--- config.mk ---
export PLATFORM = sky130hd
export DESIGN_NAME = dsp_addsub64
export DESIGN_NICKNAME = d
export VERILOG_FILES = /design/src/rtl/dsp_as_pkg.sv /design/src/rtl/dsp_as_decode.sv /design/src/rtl/dsp_as_arith.sv /design/src/rtl/dsp_as_clamp.sv /design/src/rtl/dsp_addsub64.sv
export SDC_FILE = /design/constraint.sdc
export NUM_CORES = 1
export LEC_CHECK = 0
export ABC_AREA = 1
export BUFFER_PORTS_ARGS = -buffer_cell sky130_fd_sc_hd__buf_2
export CORE_UTILIZATION = 56
export CTS_BUF_LIST = sky130_fd_sc_hd__clkbuf_4 sky130_fd_sc_hd__clkbuf_8
export DETAILED_ROUTE_END_ITERATION = 10
export PLACE_DENSITY = 0.84
export SYNTH_ARGS = -nofsm -noshare
export SYNTH_HDL_FRONTEND = slang
export SYNTH_SLANG_ARGS = --single-unit
export TNS_END_PERCENT = 10
--- constraint.sdc ---
create_clock -name clk -period 4.2 [get_ports clk]
set_input_delay 0.21 -clock clk [delete_from_list [all_inputs] [get_ports clk]]
set_output_delay 0.21 -clock clk [all_outputs]
set_load 0.1 [all_outputs]
--- src/rtl/dsp_as_pkg.sv ---
package dsp_as_pkg;

    localparam int OP_W = 4;

    typedef enum logic [1:0] {
        MODE_WRAP = 2'd0,
        MODE_SAT  = 2'd1,
        MODE_HALF = 2'd2,
        MODE_ZERO = 2'd3
    } as_mode_e;

    typedef struct packed {
        logic     sub;
        logic     sgn;
        as_mode_e mode;
    } as_ctrl_t;

    typedef struct packed {
        logic sticky;
    } as_state_t;

    localparam logic [OP_W-1:0] OPC_ADD   = 4'd0;
    localparam logic [OP_W-1:0] OPC_SUB   = 4'd1;
    localparam logic [OP_W-1:0] OPC_SSADD = 4'd2;
    localparam logic [OP_W-1:0] OPC_SSSUB = 4'd3;
    localparam logic [OP_W-1:0] OPC_SHADD = 4'd4;
    localparam logic [OP_W-1:0] OPC_SHSUB = 4'd5;
    localparam logic [OP_W-1:0] OPC_USADD = 4'd6;
    localparam logic [OP_W-1:0] OPC_USSUB = 4'd7;
    localparam logic [OP_W-1:0] OPC_UHADD = 4'd8;
    localparam logic [OP_W-1:0] OPC_UHSUB = 4'd9;

endpackage

--- src/rtl/dsp_as_decode.sv ---
module dsp_as_decode
    import dsp_as_pkg::*;
(
    input  logic [OP_W-1:0] op_i,
    output as_ctrl_t        ctrl_o
);

    always_comb begin
        ctrl_o = '{sub: 1'b0, sgn: 1'b0, mode: MODE_ZERO};
        unique case (op_i)
            OPC_ADD:   ctrl_o = '{sub: 1'b0, sgn: 1'b0, mode: MODE_WRAP};
            OPC_SUB:   ctrl_o = '{sub: 1'b1, sgn: 1'b0, mode: MODE_WRAP};
            OPC_SSADD: ctrl_o = '{sub: 1'b0, sgn: 1'b1, mode: MODE_SAT};
            OPC_SSSUB: ctrl_o = '{sub: 1'b1, sgn: 1'b1, mode: MODE_SAT};
            OPC_SHADD: ctrl_o = '{sub: 1'b0, sgn: 1'b1, mode: MODE_HALF};
            OPC_SHSUB: ctrl_o = '{sub: 1'b1, sgn: 1'b1, mode: MODE_HALF};
            OPC_USADD: ctrl_o = '{sub: 1'b0, sgn: 1'b0, mode: MODE_SAT};
            OPC_USSUB: ctrl_o = '{sub: 1'b1, sgn: 1'b0, mode: MODE_SAT};
            OPC_UHADD: ctrl_o = '{sub: 1'b0, sgn: 1'b0, mode: MODE_HALF};
            OPC_UHSUB: ctrl_o = '{sub: 1'b1, sgn: 1'b0, mode: MODE_HALF};
            default:   ctrl_o = '{sub: 1'b0, sgn: 1'b0, mode: MODE_ZERO};
        endcase
    end

endmodule

--- src/rtl/dsp_as_arith.sv ---
module dsp_as_arith #(
    parameter int W = 64
) (
    input  logic [W-1:0] a_i,
    input  logic [W-1:0] b_i,
    input  logic         sub_i,
    input  logic         sgn_i,
    output logic [W:0]   wide_o
);

    localparam int XW = W + 1;

    logic [XW-1:0] a_x;
    logic [XW-1:0] b_x;
    logic [XW-1:0] b_inv;

    always_comb begin
        a_x    = {sgn_i & a_i[W-1], a_i};
        b_x    = {sgn_i & b_i[W-1], b_i};
        b_inv  = b_x ^ {XW{sub_i}};
        wide_o = a_x + b_inv + {{(XW-1){1'b0}}, sub_i};
    end

endmodule

--- src/rtl/dsp_as_clamp.sv ---
module dsp_as_clamp #(
    parameter int W = 64
) (
    input  logic         a_msb_i,
    input  logic         b_msb_i,
    input  logic [W:0]   wide_i,
    input  logic         sub_i,
    input  logic         sgn_i,
    output logic         ovf_o,
    output logic [W-1:0] limit_o
);

    localparam logic [W-1:0] SMAX = {1'b0, {(W-1){1'b1}}};
    localparam logic [W-1:0] SMIN = {1'b1, {(W-1){1'b0}}};
    localparam logic [W-1:0] UMAX = {W{1'b1}};
    localparam logic [W-1:0] UMIN = '0;

    logic same_sign;
    logic res_flip;

    always_comb begin
        same_sign = (a_msb_i == b_msb_i);
        res_flip  = (wide_i[W-1] != a_msb_i);
        if (sgn_i) begin
            ovf_o   = (sub_i ? !same_sign : same_sign) && res_flip;
            limit_o = a_msb_i ? SMIN : SMAX;
        end else begin
            ovf_o   = wide_i[W];
            limit_o = sub_i ? UMIN : UMAX;
        end
    end

endmodule

--- src/rtl/dsp_addsub64.sv ---
module dsp_addsub64
    import dsp_as_pkg::*;
#(
    parameter int W = 64
) (
    input  logic            clk,
    input  logic            rst_n,
    input  logic [OP_W-1:0] op_i,
    input  logic [W-1:0]    a_i,
    input  logic [W-1:0]    b_i,
    input  logic            sticky_clr_i,
    output logic [W-1:0]    res_o,
    output logic            ovf_o,
    output logic            ovf_sticky_o
);

    as_ctrl_t     ctrl;
    logic [W:0]   wide;
    logic         clamp_ovf;
    logic [W-1:0] clamp_val;
    as_state_t    st_d;
    as_state_t    st_q;

    dsp_as_decode i_decode (
        .op_i   (op_i),
        .ctrl_o (ctrl)
    );

    dsp_as_arith #(.W(W)) i_arith (
        .a_i    (a_i),
        .b_i    (b_i),
        .sub_i  (ctrl.sub),
        .sgn_i  (ctrl.sgn),
        .wide_o (wide)
    );

    dsp_as_clamp #(.W(W)) i_clamp (
        .a_msb_i (a_i[W-1]),
        .b_msb_i (b_i[W-1]),
        .wide_i  (wide),
        .sub_i   (ctrl.sub),
        .sgn_i   (ctrl.sgn),
        .ovf_o   (clamp_ovf),
        .limit_o (clamp_val)
    );

    always_comb begin
        res_o = '0;
        ovf_o = 1'b0;
        unique case (ctrl.mode)
            MODE_WRAP: res_o = wide[W-1:0];
            MODE_SAT: begin
                ovf_o = clamp_ovf;
                res_o = clamp_ovf ? clamp_val : wide[W-1:0];
            end
            MODE_HALF: res_o = wide[W:1];
            default:   res_o = '0;
        endcase

        st_d = st_q;
        if (ovf_o) begin
            st_d.sticky = 1'b1;
        end else if (sticky_clr_i) begin
            st_d.sticky = 1'b0;
        end
    end

    always_ff @(posedge clk or negedge rst_n) begin
        if (!rst_n) begin
            st_q <= '{sticky: 1'b0};
        end else begin
            st_q <= st_d;
        end
    end

    assign ovf_sticky_o = st_q.sticky;

endmodule

* Yosys cells after proc, flatten, opt, wreduce, memory -nomap -nowiden *
Memory sizes are Yosys's and may differ from the RTL's.
Cells that the tools add are included.

word-level totals
  bits in registers = 1
  bits in read-only memories = 64
  input bits = 135
  output and inout bits = 66
  logic and storage cells = 25
  memories = 1

cells by class
  add/subtract/negate cells = 2
  eq/ne operators = 4
  mux-type cells = 10
  bitwise operators = 3
  reduce and logical (&&, ||, !) cells = 4

memories
  name             depth  bits a word  rd ports  clocked after Yosys merged registers in  write ports  line                 text
  (no name shown)  16     4            1         0                                        0            dsp_as_decode.sv:10  unique case (op_i)

operators by type and width
  kind                count
  $mux 64             4
  $pmux 64 s3         1
  $add 65x1->65       1
  $add 65x65->65      1
  $xor 65x65->65      1
  $mux 1              5
  $and 1x1->1         2
  $eq 2x1->1 const B  1
  $eq 2x2->1 const B  1
  $logic_not 2->1     1
  $reduce_bool 2->1   1
  $eq 1x1->1          1
  $logic_and 1x1->1   1
  $logic_not 1->1     1
  $ne 1x1->1          1

* Logic depth before layout (Yosys ltp) *
An unclocked memory read counts as a cell.

  word-level depth = 10
  mapped depth = 25

* By module *
From an unflattened synthesis, not the netlist that was laid out.

second synthesis, totals
  cells, all modules = 1,988
  area, all modules = 9,750.6 um^2

by module, submodules not included
  module         times used  cells each  area each (um^2)
  dsp_as_arith   1           1,203       6,089.6
  dsp_addsub64   1           688         3,027.9
  dsp_as_clamp   1           83          555.5
  dsp_as_decode  1           14          77.6

* Worst setup path before layout *
OpenSTA, ideal clock, no wires.

  kind = input to output
  start point = input op_i[1]
  end point = output res_o[10]
  arrival time = 3.727 ns
  path slack = 0.263 ns
  cell stages on the path = 21
  path through = o21ai_2 and2_1 buf_4 buf_1 xor2_1 ha_1 a21oi_1 inv_1 a31oi_1 o21ai_1 a21oi_1 inv_1 a21oi_1 nand2_1 nand2_1 nand3_2 buf_8 buf_6 nand4_1 nand3_2 nand2_1

on the way
  word-level cells in the longest chain between the ends = 9
  elaborated cells on any way between the ends = 17
  classes of those cells = add/sub (2); eq/ne (3); mux (6); bitwise (3); reduce/logical (2); memory (1)

ends and longest elaborated chain
  what               line                text
  from (decl)        dsp_addsub64.sv:8   input logic [OP_W-1:0] op_i,
  $mem_v2 16x4 (*)   --
  $xor 65x65->65     dsp_as_arith.sv:20  b_inv = b_x ^ {XW{sub_i}};
  $add 65x65->65     dsp_as_arith.sv:21  wide_o = a_x + b_inv + {{(XW-1){1'b0}}, sub_i};
  $add 65x1->65      dsp_as_arith.sv:21
  $ne 1x1->1         dsp_as_clamp.sv:23  res_flip = (wide_i[W-1] != a_msb_i);
  $logic_and 1x1->1  dsp_as_clamp.sv:25  ovf_o = (sub_i ? !same_sign : same_sign) && res_flip;
  $mux 1             dsp_as_clamp.sv:24  if (sgn_i) begin
  $mux 64            dsp_addsub64.sv:54  res_o = clamp_ovf ? clamp_val : wide[W-1:0];
  $pmux 64 s3 (*)    dsp_addsub64.sv:50  unique case (ctrl.mode)
  to (decl)          dsp_addsub64.sv:12  output logic [W-1:0] res_o,

Mark *: on every way between the ends. The rest lies on a longest branch, timed or not.

* Final worst setup path *
  start point = input op_i[1]
  end point = output res_o[51]

The elaborated chain is that of the path after synthesis.

==> metrics <==
outcome=complete, no violations; share of power burned in registers=0.003; Sw Ratio=0.6774; Final GP Congestion=~1.0; I/O Pins=201; max reg flops=1; Async SR Flop Fraction=1.000; NetSw=roughly 2.9 mW; NumNets Final=approximately 1700; Clock Skew=0 ns; DRC=0; Synth Cell Area=about 7500 um^2; Post-CTS Setup Bufs=0; clock network power share=0; DRT Pass-1 Iters=6; post-layout util=0.7349; Post-Route WL=just under 30000 um; largest family of logic cells by synthesized area=simple AND/OR/NAND/NOR gates; # rows=42; Port-buffer cells=200; Internal Power=1.371 mW; n_diodes=0; Syn Nets=~1600; Via density=6.015; mux cell area share after synthesis=0; global-route wire length before repair=45540 um; P_leak=roughly 4.8 nW; Pwr per Cell Area=~440 nW/um^2; fmax=~250 MHz; Clock Pin Slew Worst Setup and Hold Paths=0 ns; XOR/XNOR Fraction of Synth Area=0.1314; synthesized area per cell=5.558 um^2; post-synthesis cell count=between 1000 and 1500; Post-Layout Cell Count=1705; max-cap violations=0; Initial Utilization=0.5718; biggest area consumer among synthesized cells=nand2_1; required time worst endpoint=between 3 and 4 ns; Starting DRT DRC Count=1355; vias post-DR=10260; compound-gate portion of the synthesized area=0.2125; Post-synth EDFFs=0; Seq/Total Area, Yosys=0.003318; largest cells by area after synthesis=nand2_1 13%, ha_1 11%, xor2_1 11%, inv_1 10%, a21oi_1 6.8%; share of cells above drive strength 1=0.1903; Peak VDD IR=between 0.15 and 0.2 mV; core area=13190 um^2; Synth Area in Simple Gates=0.3864; area fraction of the dominant cell type after synthesis=0.1319; top-count cell post-synth=nand2_1; antenna violations before repair=0; Yosys reg bits=1; Post-Place Cells=around 1700; Layout area overhead=28.52%; Setup-failing EPs final=0; crit-path max FO=17; period utilization=0.9551; critical path type=input pin to output pin; Unique masters post-synth=45; Hold WC Path Type=input pin to flop; Ys Warns=0; Clock Latency Late Sink=0 ns; dpl hpwl=between 20000 and 25000 um; DIE WIDTH=between 100 and 150 um; fin crit period=4.012 ns; Critical Path AT=3.80 ns; main flop type after synthesis=dfrtp_1; WL/cell=17.28 um; post-route antenna net violation count=0; Power Total=4.248 mW; share of total power in combinational logic=0.997; Synth top cells by count=265 x nand2_1, 207 x inv_1, 135 x nor2_1; Fin. Hold Viols=0; Max-slew headroom=0.3064; Slew @ Worst Pin=around 1.0 ns; largest net degree at the start of global routing=65; vias in the first global route=9226; remaining global-route overflow=0; Max Slew Vio Count=0; die area=13940 um^2; startpoint types=input pin; Synth Area in Adders=0.1105; Tot GR Track Use=0.3992; crit end category=output pin; Die Y=between 100 and 150 um
[placed cells by master, fill, tap and decap left out, types with 8 or more instances in the layout]
| master | instances |
|---|---|
| xor2_1 | 91 |
| nand3_2 | 21 |
| o21ai_1 | 10 |
| xnor2_1 | 18 |
| inv_1 | 207 |
| buf_4 | 13 |
| o21ai_0 | 68 |
| nand3_1 | 86 |
| a31oi_1 | 8 |
| inv_2 | 13 |
| ha_1 | 61 |
| nand4_1 | 73 |
| buf_12 | 66 |
| nand2_2 | 8 |
| nand2_1 | 265 |
| nor3_1 | 13 |
| a21oi_1 | 100 |
| buf_2 | 135 |
| o22ai_1 | 62 |
| a21o_1 | 10 |
| nor2_1 | 133 |
[path summary, 6_finish.rpt]
check / start / to / slack, ns / depth (start not counted)
setup / recovery: op_i[1] / res_o[51] / 0.19 / 20
hold / removal: sticky_clr_i / ovf_sticky_o / 0.43 / 2
min in group asynchronous: rst_n / ovf_sticky_o / 0.52 / 2
hold reg to reg: ovf_sticky_o / ovf_sticky_o / 0.55 / 2
setup reg to reg: ovf_sticky_o / ovf_sticky_o / 3.57 / 2
max in group asynchronous: rst_n / ovf_sticky_o / 3.59 / 2
[per-stage QoR]
step                hold WS (ns)  worst slack, ns  area (um^2)  setup TNS [ns]
global placement        -0.01109           0.1356         9564               0
finish                    0.4266           0.1885         9693               0
detailed placement      -0.01286          0.06329         9564               0
floorplan               -0.08559           0.2635         7542               0
CTS                       0.4258          0.05765         9574               0
global route              0.4506         -0.01335         9693        -0.03782
[kinds of logic (layout without fill, tap and decap cells)]
family,count (synthesis),in the layout
AO/OA/AOI/OAI,285,285
XOR/XNOR,111,111
adder cells (fa/ha/maj),66,66
buffers and inverters,272,443
flip-flops,1,1
AND/OR/NAND/NOR,622,623
[layout make-up]
type	count	area, um^2
fillers	1163	3497
inverters	220	825.8
multi-input cells	1085	6399
flip-flops and latches	1	25.02
well taps	176	220.2
repair buffers	223	2223
[critical path: stages]
cell      delay [ns]
buf_2           0.12
o21ai_2         0.15
and2_4          0.29
buf_16          0.21
xor2_1          0.20
ha_2            0.36
a21oi_1         0.22
o21ai_0         0.16
a21oi_1         0.19
a21boi_1        0.21
nand2_2         0.15
nand2_2         0.11
nand3_1         0.10
nand3_2         0.16
nand3_4         0.15
nand2_8         0.19
buf_6           0.19
nand3_1         0.09
nand2_1         0.13
buf_12          0.18
[power by group through the flow]
stage	registers (mW)	logic [mW]	clock network [mW]
after global routing	0.0121	4.44	0
after detailed placement	0.0120	4.12	0
after CTS	0.0120	4.13	0
after global placement	0.0119	4.07	0
after floorplan	0.0216	2.80	0
final	0.0119	4.24	0
[layer usage]
metal	global-route usage	wire, um
met3	0.05426	3359
met2	0.6426	12990
met5	0	0
met4	0.1234	1021
met1	0.5467	12100
[what timing repair did]
| action | 4_1_cts | 5_1_grt |
|---|---|---|
| endpoints found under the hold margin | 1 | 0 |
| resized for setup | 0 | 18 |
| setup endpoints to repair | 0 | 38 |
| hold buffers | 1 | 0 |
Power figures use the tool's default switching activity.
